### src/rtl/sar_pkg.sv
// Package: shared types for the successive-approximation sequencer.
// Assumes: nothing beyond SystemVerilog 2017.
package sar_pkg;
    typedef enum logic [1:0] {
        SEQ_IDLE   = 2'd0,
        SEQ_SETTLE = 2'd1,
        SEQ_DECIDE = 2'd2
    } seq_state_t;
endpackage

### src/rtl/sar_sequencer.sv
// Module: sar_sequencer
// Steps the conversion through a settle clock and a decide clock for every
// bit, walking a one-hot pointer from MSB to LSB. Owns the end-of-convert flag.
// Assumes: start is synchronous to clk; a start seen outside idle is dropped.
module sar_sequencer
    import sar_pkg::*;
#(
    parameter int WIDTH = 8
) (
    input  logic             clk,
    input  logic             rst_n,
    input  logic             start,
    output logic             load,
    output logic             decide,
    output logic             last,
    output logic [WIDTH-1:0] ptr,
    output logic             eoc
);
    localparam logic [WIDTH-1:0] PTR_MSB = {1'b1, {(WIDTH-1){1'b0}}};

    seq_state_t state;

    // Decode the control strobes from the current state.
    always_comb begin
        load   = (state == SEQ_IDLE) && start;
        decide = (state == SEQ_DECIDE);
        last   = decide && ptr[0];
    end

    // State register: idle -> settle -> decide -> (settle | idle).
    always_ff @(posedge clk) begin
        if (!rst_n) begin
            state <= SEQ_IDLE;
        end else begin
            case (state)
                SEQ_IDLE:   if (start) state <= SEQ_SETTLE;
                SEQ_SETTLE: state <= SEQ_DECIDE;
                SEQ_DECIDE: state <= ptr[0] ? SEQ_IDLE : SEQ_SETTLE;
                default:    state <= SEQ_IDLE;
            endcase
        end
    end

    // Bit pointer: MSB on load, shifts right after every decision.
    always_ff @(posedge clk) begin
        if (!rst_n)      ptr <= '0;
        else if (load)   ptr <= PTR_MSB;
        else if (decide) ptr <= ptr >> 1;
    end

    // End-of-convert flag: set at the final decision, cleared by a new start.
    always_ff @(posedge clk) begin
        if (!rst_n)     eoc <= 1'b0;
        else if (load)  eoc <= 1'b0;
        else if (last)  eoc <= 1'b1;
    end

    assert_ptr_onehot_R3: assert property (@(posedge clk) disable iff (!rst_n)
        $onehot0(ptr));

    assert_busy_start_ignored_R6: assert property (@(posedge clk) disable iff (!rst_n)
        (state == SEQ_SETTLE && start) |=> $stable(ptr));

    assert_eoc_cleared_R7: assert property (@(posedge clk) disable iff (!rst_n)
        load |=> !eoc);

    assert_eoc_held_R7: assert property (@(posedge clk) disable iff (!rst_n)
        (eoc && !load) |=> eoc);
endmodule

### src/rtl/sar_trial_reg.sv
// Module: sar_trial_reg
// Holds the trial code seen by the DAC. Each bit is one generated slice that
// is set when the pointer arrives just above it, and is kept or dropped when
// the comparator is sampled for it.
// Assumes: ptr is one-hot or zero; load and decide are never high together.
module sar_trial_reg #(
    parameter int WIDTH = 8
) (
    input  logic             clk,
    input  logic             rst_n,
    input  logic             load,
    input  logic             decide,
    input  logic             cmp_above,
    input  logic [WIDTH-1:0] ptr,
    output logic [WIDTH-1:0] trial,
    output logic [WIDTH-1:0] decided
);
    // Code after applying the current comparator sample to the bit on trial.
    always_comb decided = trial & ~(ptr & {WIDTH{cmp_above}});

    for (genvar i = 0; i < WIDTH; i++) begin : g_bit
        if (i == WIDTH - 1) begin : g_top
            // MSB slice: set on load, resolved on its own decision.
            always_ff @(posedge clk) begin
                if (!rst_n)                 trial[i] <= 1'b0;
                else if (load)              trial[i] <= 1'b1;
                else if (decide && ptr[i])  trial[i] <= trial[i] & ~cmp_above;
            end
        end else begin : g_low
            // Lower slice: cleared on load, set when the bit above is decided.
            always_ff @(posedge clk) begin
                if (!rst_n)                   trial[i] <= 1'b0;
                else if (load)                trial[i] <= 1'b0;
                else if (decide && ptr[i])    trial[i] <= trial[i] & ~cmp_above;
                else if (decide && ptr[i+1])  trial[i] <= 1'b1;
            end
        end
    end

    assert_clear_when_above_R4: assert property (@(posedge clk) disable iff (!rst_n)
        (decide && cmp_above) |=> ((trial & $past(ptr)) == '0));

    assert_keep_when_below_R4: assert property (@(posedge clk) disable iff (!rst_n)
        (decide && !cmp_above) |=> ((trial & $past(ptr)) == $past(ptr)));

    assert_settle_hold_R3: assert property (@(posedge clk) disable iff (!rst_n)
        (!load && !decide) |=> $stable(trial));
endmodule

### src/rtl/sar_result_port.sv
// Module: sar_result_port
// Latches the finished code and presents it on a gated bus. With the read
// enable low the lanes are zero and the valid flag is low (undriven bus).
// Assumes: capture pulses for one clock at the end of a conversion.
module sar_result_port #(
    parameter int WIDTH = 8
) (
    input  logic             clk,
    input  logic             rst_n,
    input  logic             capture,
    input  logic [WIDTH-1:0] code_in,
    input  logic             rd_en,
    output logic [WIDTH-1:0] bus_data,
    output logic             bus_valid
);
    logic [WIDTH-1:0] result_q;

    // Result latch: only loads at the final decision.
    always_ff @(posedge clk) begin
        if (!rst_n)       result_q <= '0;
        else if (capture) result_q <= code_in;
    end

    // Bus gate: drive the lanes only while the reader asks.
    always_comb begin
        bus_valid = rd_en;
        bus_data  = rd_en ? result_q : '0;
    end

    assert_result_stable_R9: assert property (@(posedge clk) disable iff (!rst_n)
        !capture |=> $stable(result_q));
endmodule

### src/rtl/sar_conv_ctrl.sv
// Module: sar_conv_ctrl (top)
// Successive-approximation sequencer with a start / end-of-convert handshake
// and a gated result read.
// Assumes: the external comparator output settles within one clock of a new
// trial code.
module sar_conv_ctrl #(
    parameter int WIDTH = 8
) (
    input  logic             clk,
    input  logic             rst_n,
    input  logic             start,
    input  logic             cmp_above,
    output logic [WIDTH-1:0] dac_code,
    output logic             eoc,
    input  logic             rd_en,
    output logic [WIDTH-1:0] bus_data,
    output logic             bus_valid
);
    logic             load;
    logic             decide;
    logic             last;
    logic [WIDTH-1:0] ptr;
    logic [WIDTH-1:0] trial;
    logic [WIDTH-1:0] decided;

    sar_sequencer #(.WIDTH(WIDTH)) u_seq (
        .clk(clk), .rst_n(rst_n), .start(start),
        .load(load), .decide(decide), .last(last), .ptr(ptr), .eoc(eoc)
    );

    sar_trial_reg #(.WIDTH(WIDTH)) u_trial (
        .clk(clk), .rst_n(rst_n), .load(load), .decide(decide),
        .cmp_above(cmp_above), .ptr(ptr), .trial(trial), .decided(decided)
    );

    sar_result_port #(.WIDTH(WIDTH)) u_port (
        .clk(clk), .rst_n(rst_n), .capture(last), .code_in(decided),
        .rd_en(rd_en), .bus_data(bus_data), .bus_valid(bus_valid)
    );

    // The DAC sees the trial register directly.
    always_comb dac_code = trial;
endmodule

### config.mk
export PLATFORM = sky130hd
export DESIGN_NAME = sar_conv_ctrl
export DESIGN_NICKNAME = d
export VERILOG_FILES = /design/src/rtl/sar_pkg.sv /design/src/rtl/sar_sequencer.sv /design/src/rtl/sar_trial_reg.sv /design/src/rtl/sar_result_port.sv /design/src/rtl/sar_conv_ctrl.sv
export SDC_FILE = /design/constraint.sdc
export NUM_CORES = 1
export LEC_CHECK = 0
export BUFFER_PORTS_ARGS = -buffer_cell sky130_fd_sc_hd__buf_2
export CORE_MARGIN = 2
export CORE_UTILIZATION = 30
export DETAILED_ROUTE_END_ITERATION = 6
export SYNTH_ARGS = -nofsm -noshare
export SYNTH_HDL_FRONTEND = slang
export SYNTH_HIERARCHICAL = 1
export SYNTH_SLANG_ARGS = --single-unit
### constraint.sdc
create_clock -name clk -period 1.3 [get_ports clk]
set_input_delay 0.13 -clock clk [delete_from_list [all_inputs] [get_ports clk]]
set_output_delay 0.13 -clock clk [all_outputs]
set_load 0.02 [all_outputs]
; ---- After elaboration in Yosys (flattened, before gate mapping)
; Cells that the tools add are included.
[op_classes]
eq_ne = 3
reduce_logical = 20
mux = 22
bitwise_logic = 13
[op_table]
columns = op, n
row1 = $mux 8, 3
row2 = $reduce_bool 2->1, 9
row3 = $mux 1, 17
row4 = $and 8x8->8, 2
row5 = $logic_and 1x1->1, 9
row6 = $and 1x1->1, 8
row7 = $not 8->8, 1
row8 = $pmux 2 s3, 1
row9 = $eq 2x1->1 const B, 1
row10 = $eq 2x2->1 const B, 1
row11 = $logic_not 2->1, 1
row12 = $mux 2, 1
row13 = $ne 2x2->1 const B, 1
row14 = $not 1->1, 2
row15 = $reduce_or 2->1, 1
[totals]
elab_cells = 71
out_inout_bits = 18
reg_bits = 27

; ---- Longest topological paths before layout
[depth]
word_depth = 4
depth_mapped = 6
ltp_nobuf = 5

; ---- Modules after synthesis
; Netlist, hierarchy kept.
[by_module_without_submodules]
columns = module, n_inst, area_per_inst_um2, cells_per_inst
row1 = sar_trial_reg, 1, 456.7, 44
row2 = sar_sequencer, 1, 411.6, 45
row3 = sar_result_port, 1, 359.1, 34

; ---- Worst setup path before layout
; No wires, ideal clock.
[synth_path]
path_kind = reg-to-reg
startpoint = register u_seq.state[0]
endpoint = register u_trial.trial[0]
path_slack_ps = -39
path_stages_with_launch = 7
setup_time_ps = 117
t_required_ps = 1183
n_path_buf = 2
arrival_ps = 1222
period_less_slack_ps = 1339
path_cell_list = dfxtp_1 nor2b_1 nor2b_1 buf_4 nor2b_1 buf_4 a32o_1
[synth_between]
elab_chain_cells = 3
word_cells_on_any_way = 8
[synth_lines]
columns = element, line_no
row1 = from (decl), sar_sequencer.sv:21  ; seq_state_t state;
row2 = from (signal assigned), sar_sequencer.sv:38  ; SEQ_DECIDE: state <= ptr[0] ? SEQ_IDLE : SEQ_SETTLE;
row3 = $logic_not 2->1, sar_sequencer.sv:25  ; load = (state == SEQ_IDLE) && start;
row4 = $logic_and 1x1->1, sar_sequencer.sv:25
row5 = named net load, sar_conv_ctrl.sv:19  ; logic load;
row6 = $reduce_or 2->1 (no line), n/a
row7 = "to (signal, indexed assignment)", sar_trial_reg.sv:34  ; else if (decide && ptr[i]) trial[i] <= trial[i] & ~cmp_above;
row8 = to (decl), sar_trial_reg.sv:15  ; output logic [WIDTH-1:0] trial,
; The timed path passes the listed nets, and every way through them passes these cells.
; A chain may end at the register's enable or synchronous reset.

; ---- Final worst setup path
[layout_path]
startpoint = register u_seq.state[0]
endpoint = register u_trial.trial[7]
[layout_between]
elab_chain_cells = 3
word_cells_on_any_way = 6
[layout_lines]
columns = element, line_no
row1 = $eq 2x2->1, sar_sequencer.sv:26  ; decide = (state == SEQ_DECIDE);
row2 = named net decide, sar_conv_ctrl.sv:20  ; logic decide;
row3 = $logic_and 1x1->1, sar_trial_reg.sv:27  ; else if (decide && ptr[i]) trial[i] <= trial[i] & ~cmp_above;
row4 = $reduce_bool 2->1 (no line), n/a
row5 = "to (signal, indexed assignment)", sar_trial_reg.sv:27
; The timed path passes the listed nets, and every way through them passes these cells.

==> impl_metrics.tcl <==
set metrics [dict create \
    synthesis.nets 128 \
    finalNetCount 158 \
    multi_input_area_sq_um 634 \
    wl_met3_um 136 \
    root_buffer "clkbuf_8" \
    cts_setup_buffers 0 \
    final_max_slew_viol_count 0 \
    cp.arrival_ns 1.41 \
    synth_area_leaders "dfxtp_1 44%, mux2i_1 7.3%, a32o_1 5.7%" \
    syn_avg_cell_area_sq_um 9.98 \
    routedWlPerCell_um 12.8 \
    grt_pass1_wl_um 4260 \
    fin_setup_tns_ns 0 \
    status "finished, final reports clean" \
    viasPerCell 4.72 \
    top_layer "met4" \
    antenna_found_initial 0 \
    core_sq_um 3970 \
    die_h_um 68.0 \
    portBuffers 22 \
    synth_area_sq_um 1230 \
    syn2layout_area_growth_pct 20.4 \
    total_power_w 0.00146 \
    cts_inserted_buffers 3 \
    grt_overflow 0 \
    drtIter0Drc 28 \
    cap_viol_max_count 0 \
    ys_warn_count 6 \
    grt_max_degree 16 \
    hp-class "in2reg" \
    num_vias 953 \
    clk_pin_slew_ns 0.09 \
    layout-drive-gt1-share_pct 34.2 \
    place_congestion 0.816 \
    insertion_delay_ns 0.27 \
    required_ns 1.47 \
    wl_met2_um 1190 \
    start_kind "register" \
    wl_um 2590 \
    p_per_area_nw_per_um2 987 \
    rsz0062_at_grt "false" \
    stdcell_count 202 \
    drtAntennaViolNets 0 \
    max_slew_margin_pct 80.8 \
    drt_pass1_iterations 4 \
    ir_drop_uv 579 \
    start_util_pct 30.9 \
    seqCellArea_sq_um 543 \
    dp_hpwl_um 1960 \
    synth_seq_cells 27 \
    grtUsageTotal_pct 12.4 \
    critPathMaxFanout 10 \
    cts.path.max_buffers 2 \
    cts_tree "done" \
    row_count 23 \
    grt_pass1_vias 930 \
    p_leak_nw 0.616 \
    report.final.hold_viol_count 0 \
    period_minus_slack_ns 1.25 \
    end_kind "register" \
    setup_viol 0 \
    nFillCells 414 \
    path_class "reg2reg" \
    ioPinCount 23 \
    layout_common_cells "25 x dfxtp_1, 22 x buf_2, 10 x nor2b_1, 10 x nand2_1, 9 x mux2i_1" \
    fmax_mhz 803 \
    clock-sinks 27 \
    mostFrequentLayoutCell "dfxtp_1" \
    dp.cells 198 \
    route.detailed.drc 0 \
    synth_top_area_share_pct 44.0 \
    die_w_um 68.0 \
    synth_cells 123 \
    ys_seq_area_share_pct 44.0 \
    n_antenna_cell 0 \
    skew_ns 0.00235 \
    synth_area_leader_cell "dfxtp_1" \
    tightest_slew_ns 0.286 \
    period_share_pct 95.8 \
    h-tree-depth 1 \
    die_area_sq_um 4620 \
    yosysUniqueCellTypes 27 \
    wl_met1_um 1240 \
]
-- worst paths after layout --
check                                  end                         from  depth (start not counted)  slack, ns
min reg2reg         u_seq/eoc$_SDFFE_PP0P_       u_seq/eoc$_SDFFE_PP0P_                          2       0.50
min            u_seq/state[1]$_SDFFE_PN0P_                        rst_n                          3       0.18
max          u_trial/trial[7]$_SDFFE_PN0P_  u_seq/state[0]$_SDFFE_PN0P_                          5       0.05
max reg2reg  u_trial/trial[7]$_SDFFE_PN0P_  u_seq/state[0]$_SDFFE_PN0P_                          5       0.05
-- through the flow --
step | utilization (%) | instance area [sq um] | hold slack, ns | setup WS [ns]
after floorplan | - | 1230 | 0.258 | 0.0264
after global placement | 35.9 | 1430 | 0.473 | 0.106
final | 37.2 | 1480 | 0.184 | 0.0549
after detailed placement | 35.9 | 1430 | 0.491 | 0.0794
after global routing | 37.2 | 1480 | 0.204 | 0.00321
after CTS | 37.0 | 1470 | 0.188 | 0.0580
-- worst max-delay path: stages, from the launching register on --
cell	delay [ns]
dfxtp_2	0.35
inv_2	0.07
nand2_4	0.08
inv_2	0.17
and2b_2	0.24
o31a_1	0.23
-- cells by family (layout without fill, tap and decap cells) --
| group | after synthesis | count (layout) | share of synthesized area (%) |
|---|---|---|---|
| buf+inv | 9 | 38 | 4.69 |
| simple gates | 45 | 45 | 22.4 |
| compound gates | 33 | 33 | 21.5 |
| mux | 9 | 9 | 7.34 |
| flops | 27 | 27 | 44.0 |
-- per-layer routing --
metal	track usage [%]	vias to the layer above
met5	0	-
met3	3.45	4
li1	-	495
met1	15.1	429
met2	21.1	25
met4	3.75	0
-- cell type report --
cell class / count / share of cell area, %
clock buffers: 4 / 3.05
inverters: 3 / 0.762
multi-input cells: 87 / 42.9
flip-flops and latches: 27 / 36.7
well taps: 50 / 4.23
repair buffers: 31 / 12.3
-- cells in the mapped netlist --
master and count:
and2b_2 1, mux2i_1 9, a21boi_1 1, o211a_1 1, and2_1 8, nand2_4 1
buf_4 4, inv_2 2, o21ai_1 1, buf_6 1, nor3b_2 1, nor3b_1 7
dfxtp_1 27, a21o_2 7, nor2_1 3, nor2b_1 11, nand2_2 1, a32o_1 7
o22ai_1 7, nor2_4 1, nand2_1 10, o31a_1 1, buf_2 1, nand3_1 1
a21boi_0 7, a21oi_1 1, inv_1 1
-- repair_timing --
action,4_1_cts,5_1_grt
setup endpoints to repair,0,7
resized for setup,0,3
hold buffers,0,0
hold endpoints to repair,0,0
-- flip-flops by register name, summed over array words and instances, names as in the netlist --
signal           flops
u_port/result_q      8
u_seq/eoc            1
u_seq/ptr            8
u_seq/state          2
u_trial/trial        8
-- where the power goes --
group,total (W),switching (W),internal (W)
clock network,0.000469,0.000249,0.000220
logic,0.000140,0.0000792,0.0000604
registers,0.000850,0.0000114,0.000838
total,0.00146,0.000340,0.00112
Note: power is estimated with default switching activity, not from simulation.
